**src/rtl/ctb_pkg.sv**
```systemverilog
package ctb_pkg;

  typedef enum logic [2:0] {
    ST_IDLE,
    ST_PICK,
    ST_SETUP,
    ST_HIGH,
    ST_LOW,
    ST_HOLD,
    ST_GAP,
    ST_DONE
  } ctb_state_e;

  // Reserved positions 6 and 5 always travel as zero.
  function automatic logic [7:0] ctb_clean(input logic [7:0] w);
    return {w[7], 2'b00, w[4:0]};
  endfunction

endpackage

```
**src/rtl/ctb_tick.sv**
```systemverilog
module ctb_tick #(
  parameter int W = 2
) (
  input  logic         clk,
  input  logic         rst_n,
  input  logic         load,
  input  logic [W-1:0] load_val,
  output logic         expired
);
  logic [W-1:0] cnt;

  always_ff @(posedge clk or negedge rst_n) begin
    if (!rst_n)          cnt <= '0;
    else if (load)       cnt <= load_val;
    else if (cnt != '0)  cnt <= cnt - 1'b1;
  end

  assign expired = (cnt == '0);
endmodule

```
**src/rtl/ctb_pick.sv**
```systemverilog
module ctb_pick #(
  parameter int N  = 4,
  parameter int IW = 2
) (
  input  logic [N-1:0]  pend,
  output logic          found,
  output logic [IW-1:0] idx
);
  // Lowest pending index wins.
  always_comb begin
    found = 1'b0;
    idx   = '0;
    for (int i = N - 1; i >= 0; i--) begin
      if (pend[i]) begin
        found = 1'b1;
        idx   = IW'(i);
      end
    end
  end
endmodule

```
**src/rtl/ctb_lanes.sv**
```systemverilog
module ctb_lanes #(
  parameter int N         = 4,
  parameter int SHARED_EN = 0,
  parameter int IW        = 2,
  parameter int SDA_W     = 1,
  parameter int SEN_W     = 4
) (
  input  logic             clk,
  input  logic             rst_n,
  input  logic             frame_on,
  input  logic [8*N-1:0]   words,
  input  logic [2:0]       bit_idx,
  input  logic [IW-1:0]    cur,
  output logic [SDA_W-1:0] sda,
  output logic [SEN_W-1:0] sen
);
  generate
    if (SHARED_EN != 0) begin : g_common_en
      for (genvar d = 0; d < N; d++) begin : g_lane
        assign sda[d] = frame_on & words[8*d + int'(bit_idx)];
      end
      assign sen[0] = frame_on & (cur == '0);
    end else begin : g_common_data
      assign sda[0] = frame_on & words[{cur, bit_idx}];
      for (genvar d = 0; d < N; d++) begin : g_en
        assign sen[d] = frame_on & (cur == IW'(d));
      end

      a_r8_one_enable: assert property (@(posedge clk) disable iff (!rst_n)
        $onehot0(sen))
        else $error("R8: more than one enable high");
    end
  endgenerate
endmodule

```
**src/rtl/captune_bus_master.sv**
```systemverilog
module captune_bus_master #(
  parameter int N_DEV     = 4,
  parameter int SHARED_EN = 0,
  parameter int T_HALF    = 2,
  parameter int T_ESU     = 1,
  parameter int T_EHD     = 1,
  parameter int T_EOW     = 2,
  localparam int SDA_W    = (SHARED_EN != 0) ? N_DEV : 1,
  localparam int SEN_W    = (SHARED_EN != 0) ? 1 : N_DEV
) (
  input  logic               clk,
  input  logic               rst_n,
  input  logic               req_valid,
  output logic               req_ready,
  input  logic [N_DEV-1:0]   req_mask,
  input  logic [8*N_DEV-1:0] req_words,
  output logic               busy,
  output logic               done,
  output logic               scl,
  output logic [SDA_W-1:0]   sda,
  output logic [SEN_W-1:0]   sen
);
  import ctb_pkg::*;

  localparam int IW    = (N_DEV > 1) ? $clog2(N_DEV) : 1;
  localparam int TM_A  = (T_HALF > T_ESU) ? T_HALF : T_ESU;
  localparam int TM_B  = (T_EHD > T_EOW) ? T_EHD : T_EOW;
  localparam int TMAX  = (TM_A > TM_B) ? TM_A : TM_B;
  localparam int TW    = $clog2(TMAX + 1);

  ctb_state_e           state, nxt;
  logic [N_DEV-1:0]     pend;
  logic [IW-1:0]        cur;
  logic [2:0]           bit_idx;
  logic [8*N_DEV-1:0]   words;
  logic                 tload, expired, found, frame_on;
  logic [TW-1:0]        tval;
  logic [IW-1:0]        pick_idx;

  ctb_tick #(.W(TW)) u_tick (
    .clk(clk), .rst_n(rst_n), .load(tload), .load_val(tval), .expired(expired)
  );

  ctb_pick #(.N(N_DEV), .IW(IW)) u_pick (
    .pend(pend), .found(found), .idx(pick_idx)
  );

  always_comb begin
    nxt   = state;
    tload = 1'b0;
    tval  = '0;
    unique case (state)
      ST_IDLE:  if (req_valid) nxt = ST_PICK;
      ST_PICK:
        if (found) begin
          nxt = ST_SETUP; tload = 1'b1; tval = TW'(T_ESU - 1);
        end else begin
          nxt = ST_DONE;
        end
      ST_SETUP:
        if (expired) begin
          nxt = ST_HIGH; tload = 1'b1; tval = TW'(T_HALF - 1);
        end
      ST_HIGH:
        if (expired) begin
          tload = 1'b1;
          if (bit_idx == 3'd0) begin
            nxt = ST_HOLD; tval = TW'(T_EHD - 1);
          end else begin
            nxt = ST_LOW;  tval = TW'(T_HALF - 1);
          end
        end
      ST_LOW:
        if (expired) begin
          nxt = ST_HIGH; tload = 1'b1; tval = TW'(T_HALF - 1);
        end
      ST_HOLD:
        if (expired) begin
          nxt = ST_GAP; tload = 1'b1; tval = TW'(T_EOW - 1);
        end
      ST_GAP:   if (expired) nxt = ST_PICK;
      ST_DONE:  nxt = ST_IDLE;
      default:  nxt = ST_IDLE;
    endcase
  end

  always_ff @(posedge clk or negedge rst_n) begin
    if (!rst_n) begin
      state   <= ST_IDLE;
      pend    <= '0;
      cur     <= '0;
      bit_idx <= '0;
      words   <= '0;
    end else begin
      state <= nxt;
      if (state == ST_IDLE && req_valid) begin
        for (int d = 0; d < N_DEV; d++)
          words[8*d +: 8] <= ctb_clean(req_words[8*d +: 8]);
        pend <= (SHARED_EN != 0) ? N_DEV'(1) : req_mask;
      end
      if (state == ST_PICK && found) begin
        cur            <= pick_idx;
        pend[pick_idx] <= 1'b0;
        bit_idx        <= 3'd7;
      end
      if (state == ST_HIGH && expired && bit_idx != 3'd0)
        bit_idx <= bit_idx - 3'd1;
    end
  end

  assign frame_on  = (state == ST_SETUP) || (state == ST_HIGH) ||
                     (state == ST_LOW)   || (state == ST_HOLD);
  assign scl       = (state == ST_HIGH);
  assign busy      = (state != ST_IDLE);
  assign req_ready = (state == ST_IDLE);
  assign done      = (state == ST_DONE);

  ctb_lanes #(
    .N(N_DEV), .SHARED_EN(SHARED_EN), .IW(IW), .SDA_W(SDA_W), .SEN_W(SEN_W)
  ) u_lanes (
    .clk(clk), .rst_n(rst_n), .frame_on(frame_on), .words(words),
    .bit_idx(bit_idx), .cur(cur), .sda(sda), .sen(sen)
  );

  a_r2_accept_sets_busy: assert property (@(posedge clk) disable iff (!rst_n)
    (req_valid && req_ready) |=> busy)
    else $error("R2: accepted request did not raise busy");

  a_r10_done_single: assert property (@(posedge clk) disable iff (!rst_n)
    done |=> (!done && !busy))
    else $error("R10: done not a single pulse");

  a_r4_sda_steady_high: assert property (@(posedge clk) disable iff (!rst_n)
    (scl && $past(scl)) |-> $stable(sda))
    else $error("R4: data moved while clock high");

  a_r3_clock_inside_frame: assert property (@(posedge clk) disable iff (!rst_n)
    scl |-> (|sen))
    else $error("R3: clock pulse outside a frame");

  a_r7_enable_gap: assert property (@(posedge clk) disable iff (!rst_n)
    $fell(|sen) |=> !(|sen))
    else $error("R7: enable raised right after falling");
endmodule

```
**config.mk**
```make
export PLATFORM = sky130hd
export DESIGN_NAME = captune_bus_master
export DESIGN_NICKNAME = d
export VERILOG_FILES = /design/src/rtl/ctb_pkg.sv /design/src/rtl/ctb_tick.sv /design/src/rtl/ctb_pick.sv /design/src/rtl/ctb_lanes.sv /design/src/rtl/captune_bus_master.sv
export SDC_FILE = /design/constraint.sdc
export NUM_CORES = 1
export LEC_CHECK = 0
export ABC_AREA = 1
export BUFFER_PORTS_ARGS = -buffer_cell sky130_fd_sc_hd__buf_2
export CAP_MARGIN = 20
export CELL_PAD_IN_SITES_DETAIL_PLACEMENT = 1
export CELL_PAD_IN_SITES_GLOBAL_PLACEMENT = 1
export CORE_MARGIN = 3
export CORE_UTILIZATION = 39
export DETAILED_ROUTE_END_ITERATION = 7
export PLACE_DENSITY = 0.84
export SLEW_MARGIN = 5
export SYNTH_ARGS = -nofsm -noshare
export SYNTH_HDL_FRONTEND = slang
export SYNTH_HIERARCHICAL = 1
export SYNTH_SLANG_ARGS = --single-unit
export TNS_END_PERCENT = 10
```
**constraint.sdc**
```tcl
create_clock -name clk -period 1.55 [get_ports clk]
set_input_delay 0.0775 -clock clk [delete_from_list [all_inputs] [get_ports clk]]
set_output_delay 0.0775 -clock clk [all_outputs]
set_load 0.02 [all_outputs]
```
==> metrics, run 1 <==
outcome finished, violations left; failing checks setup timing; Fmax 571 MHz; worst vdd ir roughly 950 uV; filler cell count 810; # clock sinks 38; Yosys top cell area share 0.389; FF+latch count, synth 38; Antenna Cells 0; unrepaired setup endpoints after global routing true; worst hold path type in2reg; area grow syn2layout 23.6%; Synth Warn # 6; min cycle time layout about 1.8 ns; Worst Hold End words[18]$_DFFE_PN0N_; number of global-route vias before repair roughly 2500; Worst Max-Slew Pin Slew 0.585 ns; most frequent cells in the layout nand2_1 (133), nand3_1 (51), inv_1 (43); synthesized area ~0.0024 mm2; sequential share of the synthesized area 0.389; Final Hold Vio Count 0; cell taking the most area after synthesis dfrtp_1; CP Max Fanout 5; most common cell after layout, fill and taps aside nand2_1; endpoints failing setup 10; FF-to-FF setup slack -0.08 ns; height of the chip 85.2 um; Worst Reg-to-Reg Cells 12; final core occ 0.505; initial antenna violation count 0; Avg Vias per Cell 4.93; gpl congestion around 0.83; I/O pin cnt 48; Area contributors post-synth dfrtp_1 (39%), nand2_1 (21%), nand3_1 (10%); Post-Route WL 7120 um; maximum root-to-sink buffer count 2; Static Leakage ~1.7 nW; Rows 28; Nets approximately 450; Arr. time, crit path roughly 1.7 ns; full die area about 0.0073 mm2; Initial DRT Pass Iterations 4; CP startpoint kind flop; Starting Density 0.409; dpl ws 0.00832 ns; Power Dens Cells ~2200 mW/mm2; clk slew on worst S/H paths ~0.090 ns; Finished Cell Area around 0.0030 mm2; Initial DRC Count about 100; global-route wire length before repair around 12000 um; DRC 0; hold path cells 3; reported max-cap violation count 0; via count around 2400; post-route ant nets 0; worst min-delay path startpoint req_words[18]; xor/xnor cell area share of the yosys netlist 0; GR Util All Layers 0.203; post-DR wirelength/cell 14.7 um; CTS root buf clkbuf_8; largest family of logic cells by synthesized area simple AND/OR/NAND/NOR gates; largest net degree at the start of global routing 27; Post-Synth Simple-Gate Area 0.434; Post-DP HPWL 4970 um; hold slack about 0.0043 ns; Slew HR 0.610; Overflow after GRT 0; Period Utilization, post-route 1.13; IO buf count 39; Worst Skew 0.00684 ns; reg-to-reg startpoint bit_idx[0]$_DFFE_PN0P_; Syn Inst Count about 350; RR Endpoint u_tick/cnt[0]$_DFFE_PN0P_; CTS buffer count 5; CP Class reg2out; Area after DPL roughly 0.0028 mm2; WP data required 1.47 ns; Final Max Tran Viols 0; mux cell area share after synthesis 0; placeable core region approximately 0.006 mm2; clock latency on the worst-skew pair ~0.30 ns; H-Tree Depth 2; Mapped Avg Cell Area roughly 7 um2; share of cells above drive strength 1 0.239; total power about 6.7 mW; final worst slack -0.202 ns; die width approximately 85 um; CTS tree yes; Compound-Gate Fraction of Synth Area 0.0302; Yosys cell types 24; crit end category output pin; Adder-Cell Fraction of Synth Area 0.0153
[cells in the mapped netlist]
cell / instances
nor3_1: 6
o21ai_0: 7
buf_6: 8
nand4_1: 1
nand3_2: 10
nor2_1: 17
buf_8: 1
inv_1: 45
buf_2: 6
dfrtp_1: 38
inv_4: 2
nand3b_1: 2
conb_1: 1
nand2_1: 134
a21oi_2: 1
nor2_4: 1
inv_2: 1
nand2_2: 4
a21oi_1: 3
ha_1: 3
nor2_8: 2
nand3_1: 51
nand2_4: 1
o21ai_1: 3
[worst max-delay path, stage by stage (launching register included)]
cell and delay (ns):
dfrtp_2 0.48, buf_6 0.16, nor2_2 0.11, nor2_1 0.06, o21ai_1 0.07, nand3_1 0.09
nand3_1 0.08, nand2_1 0.05, nor2_1 0.08, nor2_1 0.05, buf_4 0.15
[final cells by class]
| cell class | instances | area [um2] | area share |
|---|---|---|---|
| Clock buffer | 6 | 82.6 | 0.0273 |
| Clock inverter | 2 | 60.1 | 0.0199 |
| Inverter | 48 | 188 | 0.0620 |
| Multi-Input combinational cell | 255 | 1230 | 0.407 |
| Sequential cell | 38 | 953 | 0.315 |
| Tap cell | 75 | 93.8 | 0.0310 |
| Timing Repair Buffer | 61 | 417 | 0.138 |
[report_power, final]
group | switching [mW] | internal (mW) | leakage [nW]
clock | 0.391 | 0.687 | 0.0714
combinational | 2.30 | 1.45 | 1.13
sequential | 0.435 | 1.47 | 0.468
[how the worst max path moves through the flow]
stage                           startpoint                   endpoint  slack [ns]  cells past startpoint
floorplan             state[1]$_DFFE_PN0P_                     sen[1]        0.18                      7
global placement    bit_idx[0]$_DFFE_PN0P_                        sda        0.12                     10
detailed placement  bit_idx[0]$_DFFE_PN0P_  u_tick/cnt[0]$_DFFE_PN0P_       0.008                     11
CTS                 bit_idx[0]$_DFFE_PN0P_                        sda       -0.17                     10
global route        bit_idx[0]$_DFFE_PN0P_                        sda       -0.34                     10
finish              bit_idx[0]$_DFFE_PN0P_                        sda       -0.20                     10
[layer usage]
metal,track usage,vias up,part of all wire
li1,-,1192,-
met1,0.256,1137,0.44
met2,0.364,53,0.52
met3,0.0340,8,0.033
met4,0.0460,0,0.0091
met5,0,-,0
[logic make-up after synthesis]
logic type,after synthesis
and+or+nand+nor,229
AOI/OAI and AO/OA,14
DFF,38
buffers and inverters,63
adders and majority gates,3
other,1
[what timing repair did]
action | CTS | global route
resized for setup | 15 | 5
gates cloned | 0 | 1
hold buffers | 2 | 0
endpoints found under the setup margin | 11 | 12
pin swaps | 1 | 1
endpoints found under the hold margin | 20 | 0
buffers inserted | 1 | 0
[metrics by stage]
stage	instances	TNS (ns)
2_1_floorplan	356	0
3_3_place_gp	473	0
3_5_place_dp	473	0
4_1_cts	484	-0.688
5_1_grt	485	-1.94
6_report	485	-0.816
[sequential cells by signal (all words and copies together) (netlist names)]
name	count
bit_idx	3
cur	2
pend	4
state	3
u_tick/cnt	2
words	24
(Power assumes the default switching activity.)
==> run 2: changes to the inputs <==
--- a/config.mk
+++ b/config.mk
@@ -5,15 +5,14 @@
 export SDC_FILE = /design/constraint.sdc
 export NUM_CORES = 1
 export LEC_CHECK = 0
-export ABC_AREA = 1
 export BUFFER_PORTS_ARGS = -buffer_cell sky130_fd_sc_hd__buf_2
 export CAP_MARGIN = 20
 export CELL_PAD_IN_SITES_DETAIL_PLACEMENT = 1
 export CELL_PAD_IN_SITES_GLOBAL_PLACEMENT = 1
 export CORE_MARGIN = 3
-export CORE_UTILIZATION = 39
+export CORE_UTILIZATION = 42
 export DETAILED_ROUTE_END_ITERATION = 7
-export PLACE_DENSITY = 0.84
+export PLACE_DENSITY_LB_ADDON = 0.1
 export SLEW_MARGIN = 5
 export SYNTH_ARGS = -nofsm -noshare
 export SYNTH_HDL_FRONTEND = slang
==> run 2 against run 1 <==
Effect of this change:
- the flow still finishes with violations (setup timing)
- die area fell by 19%
- total power shrank 5.3%
- non-clock buffer count increased by 10
- wire length fell by 18%
- critical path depth shrank 5
- register-to-register slack worse by 0.03 ns
- clock skew fell by 0.0019 ns
- worst setup slack worse by 0.41 ns
- fmax fell by 19%
- critical path type unchanged
- critical endpoint unchanged
- largest power group unchanged
- highest routed layer unchanged
==> metrics, run 2 <==
Rows 25 (-11%); Yosys top cell area share 0.451 (+0.0625); CP Class reg2out; worst min-delay path startpoint req_words[12]; most numerous cell in the Yosys netlist dfrtp_1; Yosys cell types 42 (+75%); clock latency on the worst-skew pair 0.29 ns (about the same); Post-synth EDFFs 0 (unchanged); Overflow after GRT 0 (unchanged); crit path cell chain mux4_2, nor2_2, nor4b_1, o41a_1, buf_6; IO buf count 39 (unchanged); Period Utilization, post-route 1.40 (+0.267); worst vdd ir 1020 uV (+6.9%); full die area 0.00591 mm2 (-19%); DRC 0 (unchanged); Area contributors post-synth dfrtp_1 (45%), mux2_2 (17%), nand2_1 (2.7%); CTS root buf clkbuf_8; clk slew on worst S/H paths 0.07 ns (-0.02 ns); Post-Route WL 5820 um (-18%); gpl congestion 0.910 (+9.0%); hold path cells 2 (-1); WP data required 1.47 ns (about the same); crit end category output pin; maximum root-to-sink buffer count 2 (unchanged); fin cells 328 (-32%); Initial DRC Count 66 (-35%); synthesized area 0.00211 mm2 (-14%); critical path depth 5 (-5); CTS tree yes; initial antenna violation count 0 (unchanged); unrepaired setup endpoints after global routing true; reported max-cap violation count 0 (unchanged); Crit path max-delay family multiplexers; Worst Reg-to-Reg Cells 4 (-8); main flop type after synthesis dfrtp_1; Most flops, register words; Worst Max-Slew Pin Slew 0.587 ns (+0.00190 ns); Final Max Tran Viols 0 (unchanged); # clock sinks 38 (unchanged); total power 6.39 mW (-5.3%); die width 76.9 um (-9.8%); I/O pin cnt 48 (unchanged); Power Dens Cells 2190 mW/mm2 (-1.9%); Slew HR 0.606 (-0.00428); Largest regs words x24, pend x4; Initial DRT Pass Iterations 4 (unchanged); Avg Vias per Cell 5.24 (+6.4%); sequential share of the synthesized area 0.451 (+0.0625); Syn Inst Count 184 (-47%); most frequent cells in the layout dfrtp_1 (35), buf_2 (33), buf_4 (26); global-route wire length before repair 9900 um (-17%); height of the chip 76.9 um (-9.8%); reg-to-reg startpoint state[1]$_DFFE_PN0P_; Worst Hold End words[12]$_DFFE_PN0N_; Starting Density 0.441 (+0.0320); RR Endpoint words[8]$_DFFE_PN0N_; Arr. time, crit path 2.09 ns (+0.42 ns); Async S/R FF share, synth 1.00 (unchanged); delay of the slowest cell on the worst path 0.54 ns (+0.06 ns); Worst Skew 0.00498 ns (-0.00186 ns); top post-synthesis cells by count dfrtp_1 (38), mux2_2 (32), nand2_1 (15), nor2_1 (12), inv_1 (9); Static Leakage 1.38 nW (-17%); CP Max Fanout 6 (+1); share of cells above drive strength 1 0.521 (+0.282); post-DR wirelength/cell 17.8 um (+21%); CP Buf/Inv Count 1 (-1); GR Util All Layers 0.214 (+0.0110); post-route ant nets 0 (unchanged); Mapped Avg Cell Area 11.5 um2 (+63%); endpoints failing setup 31 (+21); failing checks setup timing; final worst slack -0.616 ns (-0.414 ns); largest net degree at the start of global routing 39 (+44%); H-Tree Depth 2 (unchanged); FF-to-FF setup slack -0.11 ns (-0.03 ns); worst hold path type in2reg; number of global-route vias before repair 1996 (-22%); placed insts 315 (-33%); Synth Warn # 6 (unchanged); FF+latch count, synth 38 (unchanged); Slowest-stage cell, CP mux4_2; CTS buffer count 5 (unchanged); most common cell after layout, fill and taps aside dfrtp_1; Nets 303 (-33%); placeable core region 0.00479 mm2 (-20%); Antenna Cells 0 (unchanged); outcome finished, violations left; min cycle time layout 2.17 ns (+0.414 ns); max reg flops 24 (unchanged); cell taking the most area after synthesis dfrtp_1; Post-DP HPWL 4120 um (-17%); CP startpoint kind flop; Fmax 462 MHz (-19%); area grow syn2layout 38.6%; via count 1719 (-28%); Final Hold Vio Count 0 (unchanged)
[run 2: report_power, final]
group / switching (mW) / total (mW) / internal (mW) / leakage, nW
Sequential: 0.415 / 1.91 / 1.49 / 0.445
Combinational: 1.62 / 3.60 / 1.98 / 0.873
Clock: 0.360 / 0.875 / 0.515 / 0.0573
Total: 2.40 / 6.39 / 3.99 / 1.38
[run 2: through the flow]
stage / setup slack [ns] / hold slack, ns / util / setup TNS [ns] / cell area [um2]
3_3_place_gp: -0.355 / 0.0568 / 0.538 / -0.504 / 2570
6_report: -0.616 / 0.0137 / 0.610 / -2.54 / 2920
4_1_cts: -0.610 / 0.00540 / 0.596 / -3.22 / 2850
2_1_floorplan: -0.195 / -0.218 / - / -0.195 / 2140
3_5_place_dp: -0.460 / 0.0629 / 0.538 / -1.43 / 2570
5_1_grt: -0.692 / 0.00624 / 0.610 / -4.39 / 2920
[run 2: area by class of cell]
cell class                 count  area (um2)
tap                           67        83.8
inverter                       9        33.8
fill                         512        1860
multi-input combinational    136        1220
timing repair buffer          71         512
sequential                    38         955
clock buffer                   6        82.6
clock inverter                 1        30.0
[run 2: how the worst max path moves through the flow]
stage                      startpoint   to  slack [ns]
3_5_place_dp   bit_idx[0]$_DFFE_PN0P_  sda       -0.46
2_1_floorplan  bit_idx[0]$_DFFE_PN0P_  sda       -0.19
5_1_grt        bit_idx[0]$_DFFE_PN0P_  sda       -0.69
6_report       bit_idx[0]$_DFFE_PN0P_  sda       -0.62
4_1_cts        bit_idx[0]$_DFFE_PN0P_  sda       -0.61
3_3_place_gp   bit_idx[0]$_DFFE_PN0P_  sda       -0.35
[run 2: kinds of logic (layout without fill, tap and decap cells)]
logic type                 count (synthesis)  after routing  synth area share
muxes                                     41             41             0.241
adders and majority gates                  3              3            0.0178
AOI/OAI and AO/OA                         26             26            0.0872
DFF                                       38             38             0.451
and+or+nand+nor                           55             55             0.147
buffers and inverters                     18             87            0.0463
other                                      1              9           0.00178
xor gates and xnor gates                   2              2           0.00831
[run 2: per-layer routing]
metal,wire length (um),global-route usage,up-vias
li1,-,-,812
met1,2500,0.252,864
met2,3030,0.387,34
met3,192,0.0434,9
met4,104,0.0725,0
met5,0,0,-
[run 2: repair_timing]
item / in CTS / in global routing
pin swaps: 3 / 3
gates resized for setup: 37 / 16
buffers inserted: 5 / 0
endpoints found under the setup margin: 36 / 41
hold endpoints to repair: 38 / 0
hold buffers: 1 / 0
cloned: 0 / 0
==> run 3: changes to the inputs <==
--- a/config.mk
+++ b/config.mk
@@ -13,7 +13,7 @@
 export CORE_UTILIZATION = 42
 export DETAILED_ROUTE_END_ITERATION = 7
 export PLACE_DENSITY_LB_ADDON = 0.1
-export SLEW_MARGIN = 5
+export SKIP_LAST_GASP = 1
 export SYNTH_ARGS = -nofsm -noshare
 export SYNTH_HDL_FRONTEND = slang
 export SYNTH_HIERARCHICAL = 1
==> run 3 against run 2 <==
Effect of this change:
- flip-flop and latch count unchanged
- the run still ends with setup timing left
- clock power fell by 0.5%
- sequential share of layout area rose by 1.1 points
- combinational power fell by 8.3%
- utilization is 2.1 points lower
- register-to-register slack hardly changed
- global-route usage is 0.056 points lower
==> metrics, run 3 (same netlist as run 2, synthesis figures left out) <==
maximum root-to-sink buffer count 2 (unchanged); Rows 25 (unchanged); Static Leakage 1.32 nW (-3.9%); Area after DPL 0.00257 mm2 (unchanged); area grow syn2layout 33.9%; share of cells above drive strength 1 0.502 (-0.0192); DRC 0 (unchanged); CP Class reg2out; gpl congestion 0.910 (unchanged); largest net degree at the start of global routing 39 (unchanged); dpl ws -0.460 ns (unchanged); Slew HR 0.604 (-0.00143); Avg Vias per Cell 5.24 (about the same); Final Max Tran Viols 0 (unchanged); total negative setup slack -3.08 ns (-0.540 ns); I/O pin cnt 48 (unchanged); post-route ant nets 0 (unchanged); H-Tree Depth 2 (unchanged); reported max-cap violation count 0 (unchanged); CTS tree yes; die width 76.9 um (unchanged); max reg flops 24 (unchanged); endpoints failing setup 35 (+13%); failing checks setup timing; Period Utilization, post-route 1.39 (-0.00970); min cycle time layout 2.15 ns (-0.0150 ns); CTS buffer count 5 (unchanged); global-route wire length before repair 9870 um (-0.34%); Post-DP HPWL 4120 um (unchanged); CP Max Fanout 6 (unchanged); filler cell count 539 (+5.3%); initial antenna violation count 0 (unchanged); crit end category output pin; clk slew on worst S/H paths 0.07 ns (about the same); final core occ 0.590 (-0.0207); WP data required 1.47 ns (about the same); Finished Cell Area 0.00282 mm2 (-3.4%); # clock sinks 38 (unchanged); final worst slack -0.601 ns (+0.0150 ns); Worst Skew 0.00505 ns (+0.0000721 ns); total power 6.06 mW (-5.2%); Initial DRC Count 72 (+9.1%); Post-Route WL 5580 um (-4.3%); Nets 303 (unchanged); Worst Max-Slew Pin Slew 0.589 ns (+0.00212 ns); Overflow after GRT 0 (unchanged); Power Dens Cells 2150 mW/mm2 (-1.8%); number of global-route vias before repair 1978 (-0.90%); post-DR wirelength/cell 17.0 um (-4.3%); height of the chip 76.9 um (unchanged); Initial DRT Pass Iterations 4 (unchanged); Final Hold Vio Count 0 (unchanged); unrepaired setup endpoints after global routing true; most frequent cells in the layout dfrtp_1 (35), buf_2 (35), mux2_2 (32); worst vdd ir 983 uV (-3.4%); Most flops, register words; IO buf count 39 (unchanged); Largest regs words x24, pend x4; placeable core region 0.00479 mm2 (unchanged); CP startpoint kind flop; clock latency on the worst-skew pair 0.29 ns (about the same); Arr. time, crit path 2.07 ns (-0.02 ns); Starting Density 0.441 (unchanged); CTS root buf clkbuf_8; Fmax 465 MHz (+0.70%); outcome finished, violations left; GR Util All Layers 0.214 (-0.000555); worst hold path type in2reg; full die area 0.00591 mm2 (unchanged); Antenna Cells 0 (unchanged); via count 1720 (+0.058%)
run 3: final cells by class:
type / instances / area, um2 / share of cell area
repair buffers: 71 / 499 / 0.177
well taps: 67 / 83.8 / 0.0297
clock inverters: 1 / 30.0 / 0.0106
flip-flops and latches: 38 / 955 / 0.338
clock buffers: 6 / 82.6 / 0.0293
inverters: 9 / 33.8 / 0.0120
multi-input cells: 136 / 1140 / 0.403
run 3: through the flow:
step	std cells	hold WS, ns
after global placement	315	0.0568
final	328	0.0122
after detailed placement	315	0.0629
after global routing	328	0.00745
after CTS	328	0.00539
after floorplan	192	-0.218
run 3: path summary, 6_finish.rpt:
path | cells after the start | startpoint | endpoint | slack, ns
worst max-delay path | 5 | bit_idx[0]$_DFFE_PN0P_ | sda | -0.60
worst max register to register | 4 | state[1]$_DFFE_PN0P_ | words[26]$_DFFE_PN0N_ | -0.11
worst min-delay path | 2 | req_words[15] | words[15]$_DFFE_PN0N_ | 0.01
max in group asynchronous | 3 | rst_n | bit_idx[0]$_DFFE_PN0P_ | 1.07
min in group asynchronous | 3 | rst_n | words[25]$_DFFE_PN0N_ | 0.28
worst min register to register | 1 | words[1]$_DFFE_PN0N_ | words[1]$_DFFE_PN0N_ | 0.51
run 3: report_power, final:
| group | leakage, nW | internal [mW] | total (mW) | switching, mW |
|---|---|---|---|---|
| Combinational | 0.820 | 1.78 | 3.30 | 1.52 |
| Clock | 0.0573 | 0.515 | 0.871 | 0.356 |
| Sequential | 0.445 | 1.49 | 1.89 | 0.398 |
run 3: repair_timing:
| item | 4_1_cts | 5_1_grt |
|---|---|---|
| resized for setup | 18 | 10 |
| buffers inserted | 5 | 1 |
| pin swaps | 1 | 2 |
| hold endpoints to repair | 38 | 0 |
| endpoints found under the setup margin | 36 | 41 |
| hold buffers | 1 | 0 |
| gates cloned | 0 | 0 |
run 3: routing by layer:
metal,up-vias,routed length (um),track usage
met5,-,0,0
met4,0,82,0.0725
met3,9,240,0.0446
met2,39,2920,0.387
met1,861,2340,0.250
li1,811,-,-
run 3: worst max-delay path, cell delays in order (launching register included):
cell     delay, ns
dfrtp_2       0.46
mux4_2        0.53
nor2_2        0.12
nor4b_1       0.07
o41a_1        0.44
buf_4         0.17
